[src/rtl/i2ctr_pkg.sv]
package i2ctr_pkg;

    typedef enum logic [2:0] {
        ST_IDLE,
        ST_ADDR,
        ST_ADDR_ACK,
        ST_RXB,
        ST_RXB_ACK,
        ST_TXB,
        ST_MACK,
        ST_IGNORE
    } bus_state_t;

    localparam logic [7:0] CTRL_RESET  = 8'hB3;
    localparam logic [7:0] CTRL_STICKY = 8'h28;
    localparam logic [7:0] FLAG_OSF    = 8'h20;
    localparam logic [7:0] FLAG_LOS    = 8'h08;

    // Bits that hold information in each time register; the rest read as zero.
    function automatic logic [7:0] live_mask(input logic [2:0] idx);
        logic [7:0] m;
        case (idx)
            3'd1, 3'd2: m = 8'h7F;
            3'd3:       m = 8'h07;
            3'd4:       m = 8'h3F;
            3'd5:       m = 8'h1F;
            default:    m = 8'hFF;
        endcase
        return m;
    endfunction

endpackage

[src/rtl/i2ctr_busin.sv]
module i2ctr_busin #(
    parameter int STAGES = 2
) (
    input  logic clk,
    input  logic rst_n,
    input  logic scl_in,
    input  logic sda_in,
    output logic scl_s,
    output logic sda_s,
    output logic scl_rise,
    output logic scl_fall,
    output logic start_det,
    output logic stop_det
);
    logic [STAGES-1:0] scl_pipe;
    logic [STAGES-1:0] sda_pipe;
    logic              scl_q;
    logic              sda_q;

    generate
        if (STAGES == 1) begin : g_one
            always_ff @(posedge clk or negedge rst_n) begin
                if (!rst_n) begin
                    scl_pipe <= '1;
                    sda_pipe <= '1;
                end else begin
                    scl_pipe <= scl_in;
                    sda_pipe <= sda_in;
                end
            end
        end else begin : g_many
            always_ff @(posedge clk or negedge rst_n) begin
                if (!rst_n) begin
                    scl_pipe <= '1;
                    sda_pipe <= '1;
                end else begin
                    scl_pipe <= {scl_pipe[STAGES-2:0], scl_in};
                    sda_pipe <= {sda_pipe[STAGES-2:0], sda_in};
                end
            end
        end
    endgenerate

    always_ff @(posedge clk or negedge rst_n) begin
        if (!rst_n) begin
            scl_q <= 1'b1;
            sda_q <= 1'b1;
        end else begin
            scl_q <= scl_pipe[STAGES-1];
            sda_q <= sda_pipe[STAGES-1];
        end
    end

    assign scl_s     = scl_pipe[STAGES-1];
    assign sda_s     = sda_pipe[STAGES-1];
    assign scl_rise  = scl_s & ~scl_q;
    assign scl_fall  = ~scl_s & scl_q;
    assign start_det = scl_s & scl_q & sda_q & ~sda_s;
    assign stop_det  = scl_s & scl_q & ~sda_q & sda_s;

endmodule

[src/rtl/i2ctr_lowwatch.sv]
module i2ctr_lowwatch #(
    parameter int LIMIT = 30
) (
    input  logic clk,
    input  logic rst_n,
    input  logic scl_s,
    input  logic tick,
    output logic fire
);
    localparam int CW = $clog2(LIMIT + 1);

    logic [CW-1:0] cnt;

    always_ff @(posedge clk or negedge rst_n) begin
        if (!rst_n) begin
            cnt  <= '0;
            fire <= 1'b0;
        end else begin
            fire <= 1'b0;
            if (scl_s) begin
                cnt <= '0;
            end else if (tick && cnt != CW'(LIMIT)) begin
                cnt <= cnt + 1'b1;
                if (cnt == CW'(LIMIT - 1)) begin
                    fire <= 1'b1;
                end
            end
        end
    end

endmodule

[src/rtl/i2ctr_regmap.sv]
module i2ctr_regmap
    import i2ctr_pkg::*;
#(
    parameter int ADDR_W    = 6,
    parameter int TIME_REGS = 7
) (
    input  logic                      clk,
    input  logic                      rst_n,
    input  logic                      snap_req,
    input  logic                      ptr_load,
    input  logic [ADDR_W-1:0]         load_val,
    input  logic                      wr_req,
    input  logic [7:0]                wr_val,
    input  logic                      adv_req,
    input  logic [TIME_REGS*8-1:0]    live_time,
    input  logic                      osf_set,
    input  logic                      los_set,
    output logic [7:0]                rd_val,
    output logic [7:0]                ctrl_q,
    output logic                      tw_en,
    output logic [$clog2(TIME_REGS)-1:0] tw_idx,
    output logic [7:0]                tw_data,
    output logic                      chain_rst
);
    localparam int DEPTH     = 1 << ADDR_W;
    localparam int CTRL_IDX  = TIME_REGS;
    localparam int RAM_BASE  = TIME_REGS + 1;
    localparam int RAM_DEPTH = DEPTH - RAM_BASE;
    localparam int IW        = $clog2(TIME_REGS);

    logic [ADDR_W-1:0] ptr_q;
    logic [ADDR_W-1:0] ram_idx;
    logic [7:0]        shadow [TIME_REGS];
    logic [7:0]        ram    [RAM_DEPTH];
    logic [7:0]        ctrl_d;
    logic              is_time;
    logic              is_ctrl;
    logic              wrap;
    logic              snap;

    assign is_time = ptr_q < ADDR_W'(TIME_REGS);
    assign is_ctrl = ptr_q == ADDR_W'(CTRL_IDX);
    assign ram_idx = ptr_q - ADDR_W'(RAM_BASE);
    assign wrap    = (ptr_q == {ADDR_W{1'b1}}) && (wr_req || adv_req);
    assign snap    = snap_req || wrap;

    // Pointer: loaded by the first written byte, stepped after every data byte.
    always_ff @(posedge clk or negedge rst_n) begin
        if (!rst_n) begin
            ptr_q <= '0;
        end else if (ptr_load) begin
            ptr_q <= load_val;
        end else if (wr_req || adv_req) begin
            ptr_q <= ptr_q + 1'b1;
        end
    end

    // Read shadow of the live time registers.
    always_ff @(posedge clk or negedge rst_n) begin
        if (!rst_n) begin
            for (int i = 0; i < TIME_REGS; i++) shadow[i] <= '0;
        end else if (snap) begin
            for (int i = 0; i < TIME_REGS; i++) shadow[i] <= live_time[i*8 +: 8];
        end
    end

    // General-purpose bytes.
    always_ff @(posedge clk or negedge rst_n) begin
        if (!rst_n) begin
            for (int i = 0; i < RAM_DEPTH; i++) ram[i] <= '0;
        end else if (wr_req && !is_time && !is_ctrl) begin
            ram[ram_idx] <= wr_val;
        end
    end

    // Control byte: sticky flags are only cleared by the bus, set by hardware.
    always_comb begin
        ctrl_d = ctrl_q;
        if (wr_req && is_ctrl) begin
            ctrl_d = (wr_val & ~CTRL_STICKY) | (ctrl_q & wr_val & CTRL_STICKY);
        end
        if (osf_set) ctrl_d = ctrl_d | FLAG_OSF;
        if (los_set) ctrl_d = ctrl_d | FLAG_LOS;
    end

    always_ff @(posedge clk or negedge rst_n) begin
        if (!rst_n) begin
            ctrl_q <= CTRL_RESET;
        end else begin
            ctrl_q <= ctrl_d;
        end
    end

    // Live-counter write port.
    assign tw_en     = wr_req && is_time;
    assign tw_idx    = ptr_q[IW-1:0];
    assign tw_data   = wr_val & live_mask(3'(ptr_q[IW-1:0]));
    assign chain_rst = tw_en && (ptr_q == '0);

    always_comb begin
        if (is_time) begin
            rd_val = shadow[ptr_q[IW-1:0]] & live_mask(3'(ptr_q[IW-1:0]));
        end else if (is_ctrl) begin
            rd_val = ctrl_q;
        end else begin
            rd_val = ram[ram_idx];
        end
    end

endmodule

[src/rtl/i2c_timereg_port.sv]
module i2c_timereg_port
    import i2ctr_pkg::*;
#(
    parameter logic [6:0] DEV_ADDR    = 7'b1101000,
    parameter int         ADDR_W      = 6,
    parameter int         TIME_REGS   = 7,
    parameter int         TO_TICKS    = 30,
    parameter int         SYNC_STAGES = 2
) (
    input  logic                          clk,
    input  logic                          rst_n,
    input  logic                          scl_in,
    input  logic                          sda_in,
    output logic                          sda_pull,
    input  logic                          tick,
    input  logic [TIME_REGS*8-1:0]        live_time,
    input  logic                          osf_set,
    input  logic                          los_set,
    output logic                          tw_en,
    output logic [$clog2(TIME_REGS)-1:0]  tw_idx,
    output logic [7:0]                    tw_data,
    output logic                          chain_rst,
    output logic [7:0]                    ctrl_q
);
    localparam logic [3:0] BYTE_BITS = 4'd8;

    logic scl_s, sda_s, scl_rise, scl_fall, start_det, stop_det;
    logic to_fire;

    bus_state_t        state_q, state_d;
    logic [3:0]        bit_cnt;
    logic [7:0]        shreg;
    logic [7:0]        txreg;
    logic              rw_q;
    logic              ptr_phase;
    logic              mack_ok;
    logic              sda_pull_q;
    logic              ptr_load_q;
    logic              wr_q;
    logic              adv_q;
    logic [7:0]        rd_val;
    logic              addr_hit;
    logic              byte_done;

    i2ctr_busin #(.STAGES(SYNC_STAGES)) u_busin (
        .clk       (clk),
        .rst_n     (rst_n),
        .scl_in    (scl_in),
        .sda_in    (sda_in),
        .scl_s     (scl_s),
        .sda_s     (sda_s),
        .scl_rise  (scl_rise),
        .scl_fall  (scl_fall),
        .start_det (start_det),
        .stop_det  (stop_det)
    );

    i2ctr_lowwatch #(.LIMIT(TO_TICKS)) u_watch (
        .clk   (clk),
        .rst_n (rst_n),
        .scl_s (scl_s),
        .tick  (tick),
        .fire  (to_fire)
    );

    i2ctr_regmap #(.ADDR_W(ADDR_W), .TIME_REGS(TIME_REGS)) u_map (
        .clk       (clk),
        .rst_n     (rst_n),
        .snap_req  (start_det),
        .ptr_load  (ptr_load_q),
        .load_val  (shreg[ADDR_W-1:0]),
        .wr_req    (wr_q),
        .wr_val    (shreg),
        .adv_req   (adv_q),
        .live_time (live_time),
        .osf_set   (osf_set),
        .los_set   (los_set),
        .rd_val    (rd_val),
        .ctrl_q    (ctrl_q),
        .tw_en     (tw_en),
        .tw_idx    (tw_idx),
        .tw_data   (tw_data),
        .chain_rst (chain_rst)
    );

    assign addr_hit  = shreg[7:1] == DEV_ADDR;
    assign byte_done = scl_fall && (bit_cnt == BYTE_BITS);

    // Next-state logic.
    always_comb begin
        state_d = state_q;
        if (to_fire) begin
            state_d = ST_IDLE;
        end else if (start_det) begin
            state_d = ST_ADDR;
        end else if (stop_det) begin
            state_d = ST_IDLE;
        end else begin
            unique case (state_q)
                ST_IDLE:     state_d = ST_IDLE;
                ST_IGNORE:   state_d = ST_IGNORE;
                ST_ADDR:     if (byte_done) state_d = addr_hit ? ST_ADDR_ACK : ST_IGNORE;
                ST_ADDR_ACK: if (scl_fall)  state_d = rw_q ? ST_TXB : ST_RXB;
                ST_RXB:      if (byte_done) state_d = ST_RXB_ACK;
                ST_RXB_ACK:  if (scl_fall)  state_d = ST_RXB;
                ST_TXB:      if (byte_done) state_d = ST_MACK;
                ST_MACK:     if (scl_fall)  state_d = mack_ok ? ST_TXB : ST_IGNORE;
            endcase
        end
    end

    // State register.
    always_ff @(posedge clk or negedge rst_n) begin
        if (!rst_n) begin
            state_q <= ST_IDLE;
        end else begin
            state_q <= state_d;
        end
    end

    // Datapath and outputs.
    always_ff @(posedge clk or negedge rst_n) begin
        if (!rst_n) begin
            bit_cnt    <= '0;
            shreg      <= '0;
            txreg      <= '0;
            rw_q       <= 1'b0;
            ptr_phase  <= 1'b0;
            mack_ok    <= 1'b0;
            sda_pull_q <= 1'b0;
            ptr_load_q <= 1'b0;
            wr_q       <= 1'b0;
            adv_q      <= 1'b0;
        end else begin
            ptr_load_q <= 1'b0;
            wr_q       <= 1'b0;
            adv_q      <= 1'b0;
            if (to_fire || start_det || stop_det) begin
                sda_pull_q <= 1'b0;
                bit_cnt    <= '0;
            end else begin
                unique case (state_q)
                    ST_IDLE, ST_IGNORE: begin
                        sda_pull_q <= 1'b0;
                    end
                    ST_ADDR: begin
                        if (scl_rise) begin
                            shreg   <= {shreg[6:0], sda_s};
                            bit_cnt <= bit_cnt + 1'b1;
                        end else if (byte_done && addr_hit) begin
                            sda_pull_q <= 1'b1;
                            rw_q       <= shreg[0];
                        end
                    end
                    ST_ADDR_ACK: begin
                        if (scl_fall) begin
                            if (rw_q) begin
                                txreg      <= {rd_val[6:0], 1'b0};
                                sda_pull_q <= ~rd_val[7];
                                bit_cnt    <= 4'd1;
                            end else begin
                                sda_pull_q <= 1'b0;
                                bit_cnt    <= '0;
                                ptr_phase  <= 1'b1;
                            end
                        end
                    end
                    ST_RXB: begin
                        if (scl_rise) begin
                            shreg   <= {shreg[6:0], sda_s};
                            bit_cnt <= bit_cnt + 1'b1;
                        end else if (byte_done) begin
                            sda_pull_q <= 1'b1;
                            if (ptr_phase) ptr_load_q <= 1'b1;
                            else           wr_q       <= 1'b1;
                        end
                    end
                    ST_RXB_ACK: begin
                        if (scl_fall) begin
                            sda_pull_q <= 1'b0;
                            bit_cnt    <= '0;
                            ptr_phase  <= 1'b0;
                        end
                    end
                    ST_TXB: begin
                        if (byte_done) begin
                            sda_pull_q <= 1'b0;
                            adv_q      <= 1'b1;
                        end else if (scl_fall) begin
                            sda_pull_q <= ~txreg[7];
                            txreg      <= {txreg[6:0], 1'b0};
                            bit_cnt    <= bit_cnt + 1'b1;
                        end
                    end
                    ST_MACK: begin
                        if (scl_rise) begin
                            mack_ok <= ~sda_s;
                        end else if (scl_fall && mack_ok) begin
                            txreg      <= {rd_val[6:0], 1'b0};
                            sda_pull_q <= ~rd_val[7];
                            bit_cnt    <= 4'd1;
                        end
                    end
                endcase
            end
        end
    end

    assign sda_pull = sda_pull_q;

endmodule

[config.mk]
export PLATFORM = sky130hd
export DESIGN_NAME = i2c_timereg_port
export DESIGN_NICKNAME = d
export VERILOG_FILES = /design/src/rtl/i2ctr_pkg.sv /design/src/rtl/i2ctr_busin.sv /design/src/rtl/i2ctr_lowwatch.sv /design/src/rtl/i2ctr_regmap.sv /design/src/rtl/i2c_timereg_port.sv
export SDC_FILE = /design/constraint.sdc
export NUM_CORES = 1
export LEC_CHECK = 0
export BUFFER_PORTS_ARGS = -buffer_cell sky130_fd_sc_hd__buf_4
export CORE_MARGIN = 4
export CORE_UTILIZATION = 35
export CTS_BUF_LIST = sky130_fd_sc_hd__clkbuf_8
export DETAILED_ROUTE_END_ITERATION = 12
export GPL_TIMING_DRIVEN = 0
export HOLD_SLACK_MARGIN = 0.06
export PLACE_DENSITY = 0.49
export SLEW_MARGIN = 20
export SYNTH_ARGS = -nofsm -noshare
export SYNTH_HDL_FRONTEND = slang
export SYNTH_SLANG_ARGS = --single-unit
[constraint.sdc]
create_clock -name clk -period 7.5 [get_ports clk]
set_clock_uncertainty 0.2 [all_clocks]
set_input_delay 0.375 -clock clk [delete_from_list [all_inputs] [get_ports clk]]
set_output_delay 0.375 -clock clk [all_outputs]
set_load 0.05 [all_outputs]
; After elaboration in Yosys (flattened, before gate mapping)
; Cells that the tools add are included.
[word_totals]
reg_bits = 560
input_bits = 63
out_inout_bits = 22
word_cells = 272
[classes]
addsub = 4
order_cmp = 4
n_eq_ne = 44
n_mux = 82
bitwise = 21
reduce_logical = 35
[op_table]
columns = operator, count
row1 = 448-bit bitwise mux, 1
row2 = 8-bit 2-to-1 mux, 15
row3 = 8-bit binary-select mux with 6-bit select, 1
row4 = 8-bit demux with 6-bit select, 1
row5 = 4-bit 2-to-1 mux, 9
row6 = 3-bit 2-to-1 mux, 11
row7 = 8-bit one-hot mux with 4 select lines, 1
row8 = 1-bit 2-to-1 mux, 31
row9 = 3-bit != test (second input constant), 10
row10 = 5-bit by 4-bit != test with 1-bit output (second input constant), 6
row11 = 8-bit binary-select mux with 3-bit select, 1
row12 = 3-bit one-hot mux with 8 select lines, 1
row13 = 8-bit one-hot mux with 3 select lines, 1
row14 = 4-bit one-hot mux with 5 select lines, 1
row15 = 3-bit equality test (second input constant), 6
row16 = 6-bit 2-to-1 mux, 3
row17 = 8-bit bitwise AND, 2
row18 = 2-bit != test (second input constant), 8
row19 = 8-bit AND reduction, 2
row20 = 3-bit by 2-bit equality test with 1-bit output (second input constant), 4
row21 = 1-bit logical AND, 11
row22 = 5-bit 2-to-1 mux, 2
row23 = 9-bit AND reduction, 1
row24 = 1-bit inverter, 8
row25 = 37 further kinds, 53

; Depth between registers and ports, before layout
[logic_depth]
ltp_word = 12
mapped_depth = 12
mapped_depth_nobuf = 8

; Modules after synthesis
; A second synthesis with hierarchy kept.
[hier_totals]
hier_cells = 1851
hier_area_um2 = 26311.5
[modules_own_cells]
columns = module, n_inst, cells_each, area_each_um2, seq_area_each_um2
row1 = i2ctr_regmap, 1, 1651, 24179.4, 12918.6
row2 = i2c_timereg_port, 1, 158, 1624.1, 725.7
row3 = i2ctr_lowwatch, 1, 32, 317.8, 150.1
row4 = i2ctr_busin, 1, 10, 190.2, 157.7

; Least setup slack after synthesis
; No wires, ideal clock.
[synth_path]
kind = flip-flop to output port
start = register u_map.ptr_q[1]
end = output port tw_data[5]
arrival_time_ns = 2.765
required_time_ns = 6.925
setup_slack_ns = 4.160
path_stages_with_launch = 9
n_path_buf = 3
cell_sequence = dfrtp_1 -> buf_6 -> buf_6 -> inv_2 -> clkbuf_1 -> ha_1 -> nand2b_1 -> nor3_1 -> a211oi_1
[synth_between]
elab_chain_cells = 4
elab_cells_between_ends = 8
classes_between = eq/ne (5) / mux (1) / bitwise (1) / reduce/logical (1)
[synth_lines]
columns = element, line
row1 = start: declaration, i2ctr_regmap.sv:31  ; logic [ADDR_W-1:0] ptr_q;
row2 = start signal: assignment, i2ctr_regmap.sv:52  ; ptr_q <= load_val;
row3 = start signal: assignment, i2ctr_regmap.sv:54  ; ptr_q <= ptr_q + 1'b1;
row4 = 3-bit by 1-bit equality test with 1-bit output or 3-bit by 2-bit equality test with 1-bit output (tied branches), i2ctr_pkg.sv:22  ; case (idx)
row5 = 2-bit OR reduction, i2ctr_pkg.sv:22
row6 = 8-bit one-hot mux with 4 select lines *, i2ctr_pkg.sv:22
row7 = 8-bit bitwise AND *, i2ctr_regmap.sv:97  ; assign tw_data = wr_val & live_mask(3'(ptr_q[IW-1:0]));
row8 = end: declaration, i2c_timereg_port.sv:21  ; output logic [7:0] tw_data,
; Mark *: on every way between the ends. The rest lies on a longest branch, timed or not.

; Final worst setup path
[layout_path]
start = register u_map.ptr_q[2]
end = output port tw_data[5]
; The elaborated chain is that of the path after synthesis.

==> reports/qor.log <==
INFO  outcome        status=complete, no violations
INFO  cts            clock-root-buffer=clkbuf_8
INFO  place          io_buffers=84
INFO  cts            post_cts_buffers=0
INFO  power_and_ir_drop p_leak=14.62nW
INFO  cts            clock_tree.buffer_depth=3
INFO  cts            clock_tree.htree_level_count=3
INFO  global_routing aggregate_global_routing_overflow=0
INFO  place          pre_cts_slack=3375ps
INFO  synthesis      synth_cell_type_count=89
INFO  synthesis      synth-warning-count=0
INFO  synthesis      ys_seq_area_share=52.50%
INFO  global_routing first_global_vias=20090
INFO  power_and_ir_drop max-vdd-ir-drop=0.1573mV
INFO  die            initial_core_util=35.58%
INFO  global_routing globalRouteTotalUtil=26.26%
INFO  finish         areaGrowthSynthToFinish=17.82%
INFO  global_routing antenna_violations_before_repair=6
INFO  synthesis      synthArstFlopShare=100.0%
INFO  die            die-width=284.0um
INFO  finish         num-fill-cells=6998
INFO  cts            worst_skew_pair.late_latency=740ps
INFO  die            rows=100
INFO  die            dieArea=80680squm
INFO  cts            resized_after_cts=0
INFO  synthesis      yosys-top-cells-area=dfrtp_1 (51%), mux2_2 (22%), mux4_2 (3.7%)
INFO  setup_path     crit_required=6920ps
INFO  cts            cts_inserted_buffers=102
INFO  power_and_ir_drop power.combinational.fraction=38.7%
INFO  sta            setup_viol_count_final=0
INFO  cts            numClockSinks=559
INFO  finish         final_nets=2348
INFO  route          route.detailed.vias_per_inst=5.863
INFO  sta            unrepaired_setup_endpoints_after_global_routing=false
INFO  route          detailedRoute.firstPassIterationCount=5
INFO  die            coreArea=74950squm
INFO  route          wl_per_cell=32.30um
INFO  sta            timing.final.ws_setup=2552ps
INFO  route          finalWirelength=107400um
INFO  route          final_antenna_net_count=0
INFO  sta            finalHoldViolCount=0
INFO  route          detailedRoute.firstIterationViolations=1741
INFO  place          post-dp-hpwl=73190um
INFO  sta            post-route-min-period=4948ps
INFO  synthesis      register_bit_count_reported_by_yosys=559
INFO  min_path       timing.hold.worst.class=primary input to flip-flop
INFO  power_and_ir_drop p_per_area=327.0nW/um^2
INFO  finish         multiInputGateArea=11820squm
INFO  die            design.portCount=85
INFO  route          dr_total_vias=19490
INFO  power_and_ir_drop clock_power_share=28.7%
INFO  synthesis      synth.largest_area_cell=dfrtp_1
INFO  finish         finalInstanceArea=31420squm
INFO  synthesis      synthFlopType=dfrtp_1
INFO  sta            hold-worst-slack=112.4ps
INFO  power_and_ir_drop fin_total_pwr=10.27mW
INFO  synthesis      average_cell_area_after_synthesis=13.25squm
INFO  cts            clk_pin_slew=60ps
INFO  sta            max_slew.worst_pin.slew=1187ps
INFO  power_and_ir_drop netSwitchingPower=4.528mW
INFO  cts            tritoncts=yes
INFO  synthesis      yosysTopAreaCellShare=51.42%
INFO  sta            final_min_period_over_clock_period=65.98%
INFO  job            timing.max_cap.violations=0
INFO  global_routing grt_pass1_wl=152400um
INFO  synthesis      netlist_area=26670squm
INFO  power_and_ir_drop p_int=5.746mW
INFO  power_and_ir_drop sw_frac_of_total=44.07%
INFO  setup_path     critical_path.endpoint_type=primary output
INFO  setup_path     cp.arrival=4370ps
INFO  synthesis      cells_after_synth=2013
INFO  sta            finalMaxSlewViolations=0
INFO  place          gp_congestion=0.9409
INFO  setup_path     worstSetupStartpointType=flip-flop
INFO  power_and_ir_drop seqPwrFrac=32.7%
INFO  route          post-route-drc-count=0
INFO  finish         area.sequential=14000squm
INFO  die            die_outline_height=284.0um
INFO  setup_path     critical_path_class=flip-flop to primary output
INFO  synthesis      synth.net_count=2088
INFO  place          dpl-instance-area=28720squm
INFO  global_routing largest_net_degree_at_the_start_of_global_routing=95
INFO  finish         final_layout_size_suffix_gt1_share=41.29%
INFO  sta            max_freq=202.1MHz
INFO  sta            slew_headroom=20.85%
INFO  setup_path     path_max_fanout=10
INFO  synthesis      synth-edff-count=0
[synthesized netlist by cell type (all sizes together), types with 5 or more instances]
cell,instances
a2111oi,6
and2,8
o211ai,7
nand2,130
a22oi,29
ha,12
nand3b,5
a21oi,25
a221oi,46
buf,77
dfstp,11
inv,19
nand4,7
or2,7
clkbuf,66
nor4,6
mux2,530
o22ai,28
xor2,6
nand3,17
a22o,6
o22a,5
dfrtp,548
mux4,44
nand2b,14
nor3,9
nor2,82
o21a,7
o21ai,81
mux2i,58
and3,9
o221ai,11
a211oi,8
xnor2,5
a221o,9
nor2b,21
[cells in the final DEF, fill, tap and decap left out, drive strengths merged, types with 21 or more instances in the layout]
master       count
dfrtp          548
mux2           530
clkbuf         189
buf            170
nand2          130
nor2            82
o21ai           81
inv             68
dlygate4sd3     63
mux2i           58
a221oi          46
mux4            44
a22oi           29
o22ai           28
a21oi           25
nor2b           21
[metrics by stage]
stage	util, %	std cells	TNS, ps
floorplan	-	2013	0
detailed placement	38.31	3074	0
CTS	41.92	3323	0
global placement	38.04	3066	-149720
global route	41.93	3324	0
finish	41.93	3324	0
[final timing paths]
check	from	end	slack, ps	cells past startpoint
max in group asynchronous	rst_n	u_map.ram[407]	5240	6
max reg2reg	u_map.ptr_q[2]	sda_pull	3170	9
min reg2reg	u_busin.scl_pipe[0]	u_busin.scl_pipe[1]	170	0
max	u_map.ptr_q[2]	tw_data[5]	2550	9
min	sda_in	u_busin.sda_pipe[0]	110	2
min in group asynchronous	rst_n	u_busin.sda_q	570	3
[layer usage]
metal	wire (um)	part of all wire, %	vias up	global-route usage [%]
met1	46020	43	10400	35.75
met5	0	0	-	0
met3	8066	7.5	230	5.912
met4	4831	4.5	0	10.42
met2	48440	45	838	40.88
li1	-	-	8018	-
[timing repair]
item,4_1_cts,5_1_grt
endpoints found under the setup margin,0,0
endpoints found under the hold margin,203,0
hold buffers,64,0
[final cells by class]
class	count	share of cell area (%)
Antenna cell	1	0.007964
Clock inverter	62	1.127
Multi-Input combinational cell	1292	37.61
Inverter	19	0.2349
Clock buffer	123	5.387
Sequential cell	559	44.56
Timing Repair Buffer	156	4.711
Tap cell	969	3.858
Buffer	143	2.505
[power groups by stage]
stage | sequential [mW] | combinational, mW | clock, mW
3_3_place_gp | 3.40 | 3.84 | 0
2_1_floorplan | 3.31 | 1.98 | 0
5_1_grt | 3.37 | 4.06 | 3.14
4_1_cts | 3.35 | 3.89 | 2.99
6_report | 3.36 | 3.97 | 2.95
3_5_place_dp | 3.40 | 3.86 | 0
[flip-flops by register name, indices dropped and copies added, names as in the netlist]
register / flops
u_busin.scl_pipe: 2
u_watch.fire: 1
mack_ok: 1
adv_q: 1
wr_q: 1
u_busin.scl_q: 1
rw_q: 1
u_busin.sda_q: 1
ptr_phase: 1
u_map.ctrl_q: 8
u_map.ram: 448
u_map.shadow: 56
u_watch.cnt: 5
shreg: 8
u_map.ptr_q: 6
txreg: 7
u_busin.sda_pipe: 2
sda_pull: 1
state_q: 3
bit_cnt: 4
ptr_load_q: 1
[worst max-delay path, cell delays in order, from the launching register on]
cell and delay [ps]:
dfrtp_1 440, buf_2 280, inv_2 350, buf_2 580, clkbuf_1 880, ha_1 360
nand2b_1 110, nor3_1 210, a211oi_1 150, buf_4 250
[logic make-up (layout without fill, tap and decap cells)]
| group | Yosys count | count (layout) | share of synthesized area, % |
|---|---|---|---|
| AO/OA/AOI/OAI | 305 | 305 | 8.201 |
| XOR/XNOR | 11 | 11 | 0.3894 |
| adder cells (fa/ha/maj) | 12 | 12 | 0.5630 |
| buffers and inverters | 162 | 503 | 3.209 |
| flip-flops | 559 | 559 | 52.50 |
| multiplexers | 632 | 632 | 28.29 |
| other | 0 | 1 | 0 |
| AND/OR/NAND/NOR | 332 | 332 | 6.850 |
No activity file was read; power rests on OpenSTA's default activity.
